**config.mk**
```make
export PLATFORM = sky130hd
export DESIGN_NAME = bmu_alu
export DESIGN_NICKNAME = d
export VERILOG_FILES = /design/src/rtl/bmu_pkg.sv /design/src/rtl/bmu_bitcount.sv /design/src/rtl/bmu_rotate.sv /design/src/rtl/bmu_logic.sv /design/src/rtl/bmu_alu.sv
export SDC_FILE = /design/constraint.sdc
export NUM_CORES = 1
export LEC_CHECK = 0
export ABC_AREA = 1
export BUFFER_PORTS_ARGS = -buffer_cell sky130_fd_sc_hd__buf_2
export CAP_MARGIN = 20
export CORE_ASPECT_RATIO = 1.75
export CORE_UTILIZATION = 50
export DETAILED_ROUTE_END_ITERATION = 10
export GPL_ROUTABILITY_DRIVEN = 0
export PLACE_DENSITY = 0.73
export SKIP_LAST_GASP = 1
export SLEW_MARGIN = 0
export SYNTH_ARGS = -nofsm -noshare
export SYNTH_HDL_FRONTEND = slang
export SYNTH_SLANG_ARGS = --single-unit
```
**constraint.sdc**
```tcl
create_clock -name vclk -period 9.15
set_input_delay 1.83 -clock vclk [all_inputs]
set_output_delay 1.83 -clock vclk [all_outputs]
set_load 0.01 [all_outputs]
```
**src/rtl/bmu_pkg.sv**
```systemverilog
// Package: shared operation codes for the bit-manipulation unit.
// Assumes a 5-bit operation field; codes 24..31 are unassigned.
package bmu_pkg;

    typedef enum logic [4:0] {
        OP_CLZ   = 5'd0,
        OP_CTZ   = 5'd1,
        OP_CPOP  = 5'd2,
        OP_ANDN  = 5'd3,
        OP_ORN   = 5'd4,
        OP_XNOR  = 5'd5,
        OP_MIN   = 5'd6,
        OP_MAX   = 5'd7,
        OP_MINU  = 5'd8,
        OP_MAXU  = 5'd9,
        OP_SEXTB = 5'd10,
        OP_SEXTH = 5'd11,
        OP_ZEXTH = 5'd12,
        OP_ROL   = 5'd13,
        OP_ROR   = 5'd14,
        OP_RORI  = 5'd15,
        OP_REV8  = 5'd16,
        OP_ORCB  = 5'd17,
        OP_CLZW  = 5'd18,
        OP_CTZW  = 5'd19,
        OP_CPOPW = 5'd20,
        OP_ROLW  = 5'd21,
        OP_RORW  = 5'd22,
        OP_RORIW = 5'd23
    } bmu_op_e;

    localparam logic [4:0] OP_LAST_LEGAL = 5'd23;
    localparam logic [4:0] OP_FIRST_WORD = 5'd18;

endpackage

```
**src/rtl/bmu_bitcount.sv**
```systemverilog
// Module: leading-zero, trailing-zero and set-bit counts of a W-bit vector.
// Assumes W is a power of two; an all-zero vector yields W for both zero counts.
module bmu_bitcount #(
    parameter int W  = 64,
    parameter int CW = $clog2(W) + 1
) (
    input  logic [W-1:0]  vec_i,
    output logic [CW-1:0] lead_o,
    output logic [CW-1:0] trail_o,
    output logic [CW-1:0] ones_o
);

    // Leading zeros: the highest set bit wins because it is visited last.
    always_comb begin
        lead_o = CW'(W);
        for (int i = 0; i < W; i++) begin
            if (vec_i[i]) lead_o = CW'(W - 1 - i);
        end
    end

    // Trailing zeros: the lowest set bit wins because it is visited last.
    always_comb begin
        trail_o = CW'(W);
        for (int i = W - 1; i >= 0; i--) begin
            if (vec_i[i]) trail_o = CW'(i);
        end
    end

    // Population count: plain sum of all bits.
    always_comb begin
        ones_o = '0;
        for (int i = 0; i < W; i++) begin
            ones_o = ones_o + CW'(vec_i[i]);
        end
    end

endmodule

```
**src/rtl/bmu_rotate.sv**
```systemverilog
// Module: W-bit rotator, left or right, by an amount taken modulo W.
// Assumes W is a power of two; a left rotate is done as a right rotate by -amt.
module bmu_rotate #(
    parameter int W  = 64,
    parameter int AW = $clog2(W)
) (
    input  logic [W-1:0]  data_i,
    input  logic [AW-1:0] amt_i,
    input  logic          left_i,
    output logic [W-1:0]  rot_o
);

    logic [AW-1:0] right_amt;

    // Convert the direction into a single right-rotate amount.
    always_comb begin
        right_amt = left_i ? (~amt_i + AW'(1)) : amt_i;
    end

    // Right rotate through a doubled copy of the data.
    always_comb begin
        rot_o = W'({data_i, data_i} >> right_amt);
    end

endmodule

```
**src/rtl/bmu_logic.sv**
```systemverilog
// Module: inverted logic ops, min/max, extensions, byte reverse, OR-combine.
// Assumes XLEN is a multiple of 8 and at least 16; returns zero for other opcodes.
module bmu_logic
    import bmu_pkg::*;
#(
    parameter int XLEN = 64,
    parameter int NB   = XLEN / 8
) (
    input  logic [XLEN-1:0] a_i,
    input  logic [XLEN-1:0] b_i,
    input  bmu_op_e         op_i,
    output logic [XLEN-1:0] res_o
);

    logic [XLEN-1:0] rev;
    logic [XLEN-1:0] orc;
    logic            s_lt;
    logic            u_lt;

    // Per-byte structure: reversal and OR-combine.
    for (genvar g = 0; g < NB; g++) begin : g_byte
        assign rev[8*g +: 8] = a_i[8*(NB-1-g) +: 8];
        assign orc[8*g +: 8] = {8{|a_i[8*g +: 8]}};
    end

    // Comparisons shared by min and max.
    always_comb begin
        s_lt = $signed(a_i) < $signed(b_i);
        u_lt = a_i < b_i;
    end

    // Result select for this unit's opcodes.
    always_comb begin
        case (op_i)
            OP_ANDN:  res_o = a_i & ~b_i;
            OP_ORN:   res_o = a_i | ~b_i;
            OP_XNOR:  res_o = ~(a_i ^ b_i);
            OP_MIN:   res_o = s_lt ? a_i : b_i;
            OP_MAX:   res_o = s_lt ? b_i : a_i;
            OP_MINU:  res_o = u_lt ? a_i : b_i;
            OP_MAXU:  res_o = u_lt ? b_i : a_i;
            OP_SEXTB: res_o = {{(XLEN-8){a_i[7]}}, a_i[7:0]};
            OP_SEXTH: res_o = {{(XLEN-16){a_i[15]}}, a_i[15:0]};
            OP_ZEXTH: res_o = {{(XLEN-16){1'b0}}, a_i[15:0]};
            OP_REV8:  res_o = rev;
            OP_ORCB:  res_o = orc;
            default:  res_o = '0;
        endcase
    end

endmodule

```
**src/rtl/bmu_alu.sv**
```systemverilog
// Module: top of the bit-manipulation execution unit, single-cycle combinational.
// Assumes decode has produced op_i; word forms act on the low WLEN bits.
module bmu_alu
    import bmu_pkg::*;
#(
    parameter int XLEN = 64,
    parameter int WLEN = 32,
    parameter int XAW  = $clog2(XLEN),
    parameter int WAW  = $clog2(WLEN)
) (
    input  logic [XLEN-1:0] a_i,
    input  logic [XLEN-1:0] b_i,
    input  logic [XAW-1:0]  imm_i,
    input  logic [4:0]      op_i,
    input  logic            ext_en_i,
    input  logic            mode64_i,
    output logic [XLEN-1:0] result_o,
    output logic            illegal_o
);

    localparam int XCW = XAW + 1;
    localparam int WCW = WAW + 1;

    bmu_op_e         op;
    logic [XCW-1:0]  lz_x, tz_x, pc_x;
    logic [WCW-1:0]  lz_w, tz_w, pc_w;
    logic [XLEN-1:0] rot_x;
    logic [WLEN-1:0] rot_w;
    logic [XAW-1:0]  amt_x;
    logic [WAW-1:0]  amt_w;
    logic            rot_left;
    logic [XLEN-1:0] logic_res;
    logic            is_word;
    logic            known_op;
    logic [XLEN-1:0] raw_res;

    // Opcode typing and rotate controls.
    always_comb begin
        op       = bmu_op_e'(op_i);
        rot_left = (op == OP_ROL) || (op == OP_ROLW);
        amt_x    = (op == OP_RORI)  ? imm_i : b_i[XAW-1:0];
        amt_w    = (op == OP_RORIW) ? imm_i[WAW-1:0] : b_i[WAW-1:0];
    end

    bmu_bitcount #(.W(XLEN)) u_cnt_x (
        .vec_i   (a_i),
        .lead_o  (lz_x),
        .trail_o (tz_x),
        .ones_o  (pc_x)
    );

    bmu_bitcount #(.W(WLEN)) u_cnt_w (
        .vec_i   (a_i[WLEN-1:0]),
        .lead_o  (lz_w),
        .trail_o (tz_w),
        .ones_o  (pc_w)
    );

    bmu_rotate #(.W(XLEN)) u_rot_x (
        .data_i (a_i),
        .amt_i  (amt_x),
        .left_i (rot_left),
        .rot_o  (rot_x)
    );

    bmu_rotate #(.W(WLEN)) u_rot_w (
        .data_i (a_i[WLEN-1:0]),
        .amt_i  (amt_w),
        .left_i (rot_left),
        .rot_o  (rot_w)
    );

    bmu_logic #(.XLEN(XLEN)) u_logic (
        .a_i   (a_i),
        .b_i   (b_i),
        .op_i  (op),
        .res_o (logic_res)
    );

    // Legality: extension enabled, opcode assigned, word forms only in 64-bit mode.
    always_comb begin
        known_op  = op_i <= OP_LAST_LEGAL;
        is_word   = known_op && (op_i >= OP_FIRST_WORD);
        illegal_o = !ext_en_i || !known_op || (is_word && !mode64_i);
    end

    // Result select across the sub-units.
    always_comb begin
        case (op)
            OP_CLZ:   raw_res = XLEN'(lz_x);
            OP_CTZ:   raw_res = XLEN'(tz_x);
            OP_CPOP:  raw_res = XLEN'(pc_x);
            OP_CLZW:  raw_res = XLEN'(lz_w);
            OP_CTZW:  raw_res = XLEN'(tz_w);
            OP_CPOPW: raw_res = XLEN'(pc_w);
            OP_ROL, OP_ROR, OP_RORI:
                      raw_res = rot_x;
            OP_ROLW, OP_RORW, OP_RORIW:
                      raw_res = {{(XLEN-WLEN){rot_w[WLEN-1]}}, rot_w};
            default:  raw_res = logic_res;
        endcase
    end

    // Squash the result of a rejected operation.
    always_comb begin
        result_o = illegal_o ? '0 : raw_res;
    end

endmodule

```
==> results of run 1 <==
## what timing repair did
item | in CTS
endpoints found under the hold margin | 0
resized for setup | 25
hold buffers | 0
setup endpoints to repair | 7
setup buffers | 7
pin swaps | 14
## per-stage QoR
stage,setup TNS [ns],hold slack (ns),worst slack (ns),util [%],std cells
floorplan,-1.27,3.81,-0.294,-,3152
global placement,-5.51,4.25,-0.897,58.3,3803
detailed placement,-6.14,4.24,-1.05,58.3,3803
CTS,-5.21,4.24,-0.911,58.7,3808
## kinds of logic after synthesis
group	Yosys count	share of synthesized area (%)
mux	96	5.55
simple gates	1242	28.8
xor+xnor	10	0.658
compound gates	904	30.3
fa+ha+maj	226	19.5
buf+inv	674	15.1
## cells in the mapped netlist (3+ instances only)
cell and instances:
a221oi_1 17, a211oi_1 36, xnor2_1 4, o21ai_1 15, o21ai_2 3, o211ai_1 25
a2111o_1 10, o31ai_1 6, nand2_1 807, fa_1 73, clkbuf_1 129, o21ai_0 426
a21oi_1 189, nor4_1 36, o2111a_1 3, o221ai_1 7, buf_2 33, o21bai_1 6
or2_2 4, nor2_1 234, o22ai_1 77, mux2i_1 96, a31oi_1 25, buf_1 20
nand4_1 11, xor2_1 4, ha_1 153, o2111ai_1 20, buf_4 5, a21oi_2 4
nand3_1 117, a2111oi_0 20, inv_2 10, nor3_1 28, inv_1 472, o211a_1 3
## metal layers
| metal | global-route usage [%] | GRT overflow |
|---|---|---|
| met5 | 12.9 | 0 |
| met4 | 60.2 | 3 |
| met3 | 34.5 | 0 |
| met2 | 79.7 | 1 |
| met1 | 58.3 | 0 |
==> summary.txt, run 1 <==
===================================================================
Failed at ............................................ global routing (5_1_grt)
I/O Pins .............................................          206
Pin count of the biggest net entering global routing .          129
Remaining global-route overflow ......................            4
Cell taking the most area after synthesis ............      nand2_1
Count of standard-cell rows ..........................           89
Sequential area share after synthesis ................           0%
Post-synth top area share ............................        17.5%
Outcome .............................................. aborted with a tool error
Die outline height ...................................       248 µm
Global-route wire length before repair ...............       150 mm
Detailed placement HPWL ..............................      74.3 mm
Cell area reported after detailed placement ..........   0.0197 mm²
Post-synth cell types ................................           54
Initial cell density of the core .....................        51.1%
Vias in the first global route .......................        24100
Cell area after synthesis ............................   0.0173 mm²
Quantity of I/O buffers inserted on ports ............          206
Net count of the mapped netlist ......................         3519
Error that stopped the run ........................... [ERROR GRT-0116] Global routing finished with congestion. Check the congestion regions in the DRC Viewer.
Gate count of the mapped netlist .....................         3152
Post-synthesis area per instance .....................     5.49 µm²
Global Route Usage Sum ...............................        58.3%
Warnings, synthesis ..................................            0
Horizontal extent of the die .........................       143 µm
Synth area leaders ................................... nand2_1 18%, o21ai_0 12%, ha_1 11%
===================================================================
==> run 2: changes to the inputs <==
--- a/config.mk
+++ b/config.mk
@@ -8,11 +8,10 @@
 export ABC_AREA = 1
 export BUFFER_PORTS_ARGS = -buffer_cell sky130_fd_sc_hd__buf_2
 export CAP_MARGIN = 20
-export CORE_ASPECT_RATIO = 1.75
-export CORE_UTILIZATION = 50
+export CORE_UTILIZATION = 35
 export DETAILED_ROUTE_END_ITERATION = 10
 export GPL_ROUTABILITY_DRIVEN = 0
-export PLACE_DENSITY = 0.73
+export PLACE_DENSITY_LB_ADDON = 0.15
 export SKIP_LAST_GASP = 1
 export SLEW_MARGIN = 0
 export SYNTH_ARGS = -nofsm -noshare
==> constraint.sdc (replaced) <==
create_clock -name vclk -period 11.9
set_input_delay 2.38 -clock vclk [all_inputs]
set_output_delay 2.38 -clock vclk [all_outputs]
set_load 0.01 [all_outputs]
==> summary.txt, run 2 <==
===========================================================================
Global-route wire length before repair .......................       145 mm
Multi-input combinational cell area ..........................   0.0149 mm²
Post-synth top area share ....................................        17.5%   unchanged
Pins Over Slew Limit .........................................            0
Clk pwr share ................................................           0%
Req. time, crit path .........................................      9.52 ns
Number of failing setup endpoints in the final timing report .            0
Fraction of final layout cells sized beyond drive strength 1 .        10.5%
Antenna violation net count after detailed routing ...........            0
Endpoint kind of the worst setup timing path .................   output pin
Ordered cell list for the critical path ...................... buf_2 -> inv_1 -> ha_1 -> inv_1 -> fa_1 -> fa_1 -> fa_1 -> fa_1 -> fa_1 -> fa_1 -> fa_1 -> fa_1 -> fa_1 -> fa_1 -> nor2_1 -> o21ai_0 -> nand2_1 -> nand2_1 -> nand2_1 -> o221ai_1 -> a221oi_1 -> a31oi_1 -> buf_2
Number of fill cells .........................................         5524
Final hold slack .............................................      5.38 ns
Total count of hold-check failures in the final report .......            0
Setup TNS ....................................................         0 ns
Power density normalized to cell area ........................   146 mW/mm²
Vias in the first global route ...............................        21300
Cell area after synthesis ....................................   0.0173 mm²   unchanged
Initial cell density of the core .............................        35.4%   -16 points
Cell Count, Final, Fillers Out ...............................         3926
Worst hold-check path type ................................... input port to output pin
Post-synthesis area per instance .............................     5.49 µm²   unchanged
Sequential cell fraction of total power ......................           0%
Clock buffer cells ...........................................            0
Global Route Usage Sum .......................................        39.3%
Count of placed standard cells including taps ................         3921   +3.1%
Pin count of the biggest net entering global routing .........           94
Warnings, synthesis ..........................................            0   unchanged
Detailed Route Iter0 Violations ..............................         3753
Gates resized, CTS repair ....................................            0   -100%
Path type of the worst setup path ............................ input port to output pin
WL/cell ......................................................      26.2 µm
Count of standard-cell rows ..................................           81   -9.0%
WL final .....................................................       103 mm
I/O Pins .....................................................          206   unchanged
Post-synth cell types ........................................           54   unchanged
Outcome ...................................................... finished, final reports clean
Core Region ..................................................   0.0488 mm²
Maximum vdd ir drop ..........................................       355 µV
RSZ-0062 raised after global routing .........................        false
Antenna violations before repair .............................            4
Maximum net fanout on the critical path ......................            2
Number of nets in the finished design ........................         3627
Sequential cell count ........................................            0
Most frequent cells in the layout ............................ 807 x nand2_1, 471 x inv_1, 425 x o21ai_0
Hold_buf cts .................................................            0   unchanged
Register Area ................................................        0 µm²
Final critical delay including setup and external delays .....     11.44 ns
Crit start category ..........................................   input port
Net count of the mapped netlist ..............................         3519   unchanged
Fmax .........................................................     87.4 MHz
Detailed placement HPWL ......................................      83.1 mm   +12%
DIE AREA .....................................................   0.0503 mm²
Max-cap viol count ...........................................            0
Remaining routing DRC violations .............................            0
Quantity of I/O buffers inserted on ports ....................          206   unchanged
Total via count after detailed routing .......................        23900
Number of buffers inserted by post-CTS setup repair ..........            0   -7
Gate count of the mapped netlist .............................         3152   unchanged
Destination of the critical timing path ......................  result_o[4]
Horizontal extent of the die .................................       224 µm   +57%
Die outline height ...........................................       224 µm   -9.6%
Worst max-slew margin expressed relative to the limit ........        14.2%
Period utilisation layout ....................................        96.2%
Slew at the pin closest to its max-slew limit ................      1.27 ns
Cell taking the most area after synthesis ....................      nand2_1
Cell with the most instances after synthesis .................      nand2_1
Internal .....................................................      1.03 mW
Fraction of power spent switching nets .......................        63.5%
Sw power .....................................................      1.79 mW
Relative area change from synthesis to final layout ..........        11.4%
Master of the slowest instance on the critical path ..........         fa_1
Remaining global-route overflow ..............................            0
Most Frequent Cell on Critical Path ..........................         fa_1
Most common cell after layout, fill and taps aside ...........      nand2_1
Synth area leaders ........................................... nand2_1 18%, o21ai_0 12%, ha_1 11%
Total iterations of the first detailed-routing run ...........            8
Post-DR vias/cell ............................................         6.09
Static leakage power .........................................      9.72 nW
Commonest cells in the synthesized netlist ................... 807 x nand2_1, 472 x inv_1, 426 x o21ai_0, 234 x nor2_1, 189 x a21oi_1
Worst EP arrival .............................................      9.06 ns
Share of total power in combinational logic ..................       100.0%
Sequential area share after synthesis ........................           0%   unchanged
Launching element of the worst setup path ....................       a_i[0]
Peak per-stage delay on the critical path ....................      0.57 ns
===========================================================================
-- run 2: cell counts after synthesis --
Identical to the previous run, type by type.
-- run 2: metal layers --
metal  routed length [µm]  GRT usage (%)  up-vias
met5                  195           2.64        -
met4                 8110           24.7        4
met3                16300           15.2      387
met2                39900           55.6     1862
met1                38300           49.4    10900
li1                     -              -    10700
-- run 2: cell type report --
type / count / area share, %
multi-input cells: 2478 / 77.2
inverters: 486 / 9.55
repair buffers: 294 / 8.89
well taps: 664 / 4.31
diodes: 4 / 0.0519
-- run 2: logic make-up after synthesis --
group | after synthesis | share of synthesized area, %
and+or+nand+nor | 1242 | 28.8
AOI/OAI and AO/OA | 904 | 30.3
buffers and inverters | 674 | 15.1
adders and majority gates | 226 | 19.5
muxes | 96 | 5.55
xor gates and xnor gates | 10 | 0.658
-- run 2: through the flow --
step           worst slack [ns]  util (%)  total power [mW]  instance area, µm²
2_1_floorplan              1.24         -              1.86               17300
3_3_place_gp              0.548      39.4              2.65               19200
3_5_place_dp              0.541      39.4              2.67               19300
4_1_cts                   0.513      39.4              2.69               19300
5_1_grt                   0.163      39.4              3.11               19300
6_report                  0.458      39.5              2.81               19300
-- run 2: worst min path at each step --
stage	start	end	slack [ns]	depth (start not counted)
floorplan	a_i[63]	result_o[0]	4.91	3
global placement	b_i[2]	result_o[2]	5.33	6
detailed placement	b_i[2]	result_o[2]	5.37	6
CTS	b_i[2]	result_o[2]	5.37	6
global route	a_i[63]	result_o[0]	5.42	5
finish	b_i[2]	result_o[2]	5.38	6
-- run 2: power by group through the flow --
stage                     combinational (mW)    clock [mW]  sequential, mW
final                                   2.81  0.0000000522               0
after global routing                    3.11             0               0
after CTS                               2.69             0               0
after detailed placement                2.67             0               0
after global placement                  2.65             0               0
after floorplan                         1.86             0               0
-- run 2: worst max-delay path: cells and delay by family --
kind / cells / cell delay [ns]
compound gates: 4 / 0.79
simple gates: 4 / 0.40
fa+ha+maj: 11 / 5.06
buf+inv: 4 / 0.44
Power figures use the tool's default switching activity.
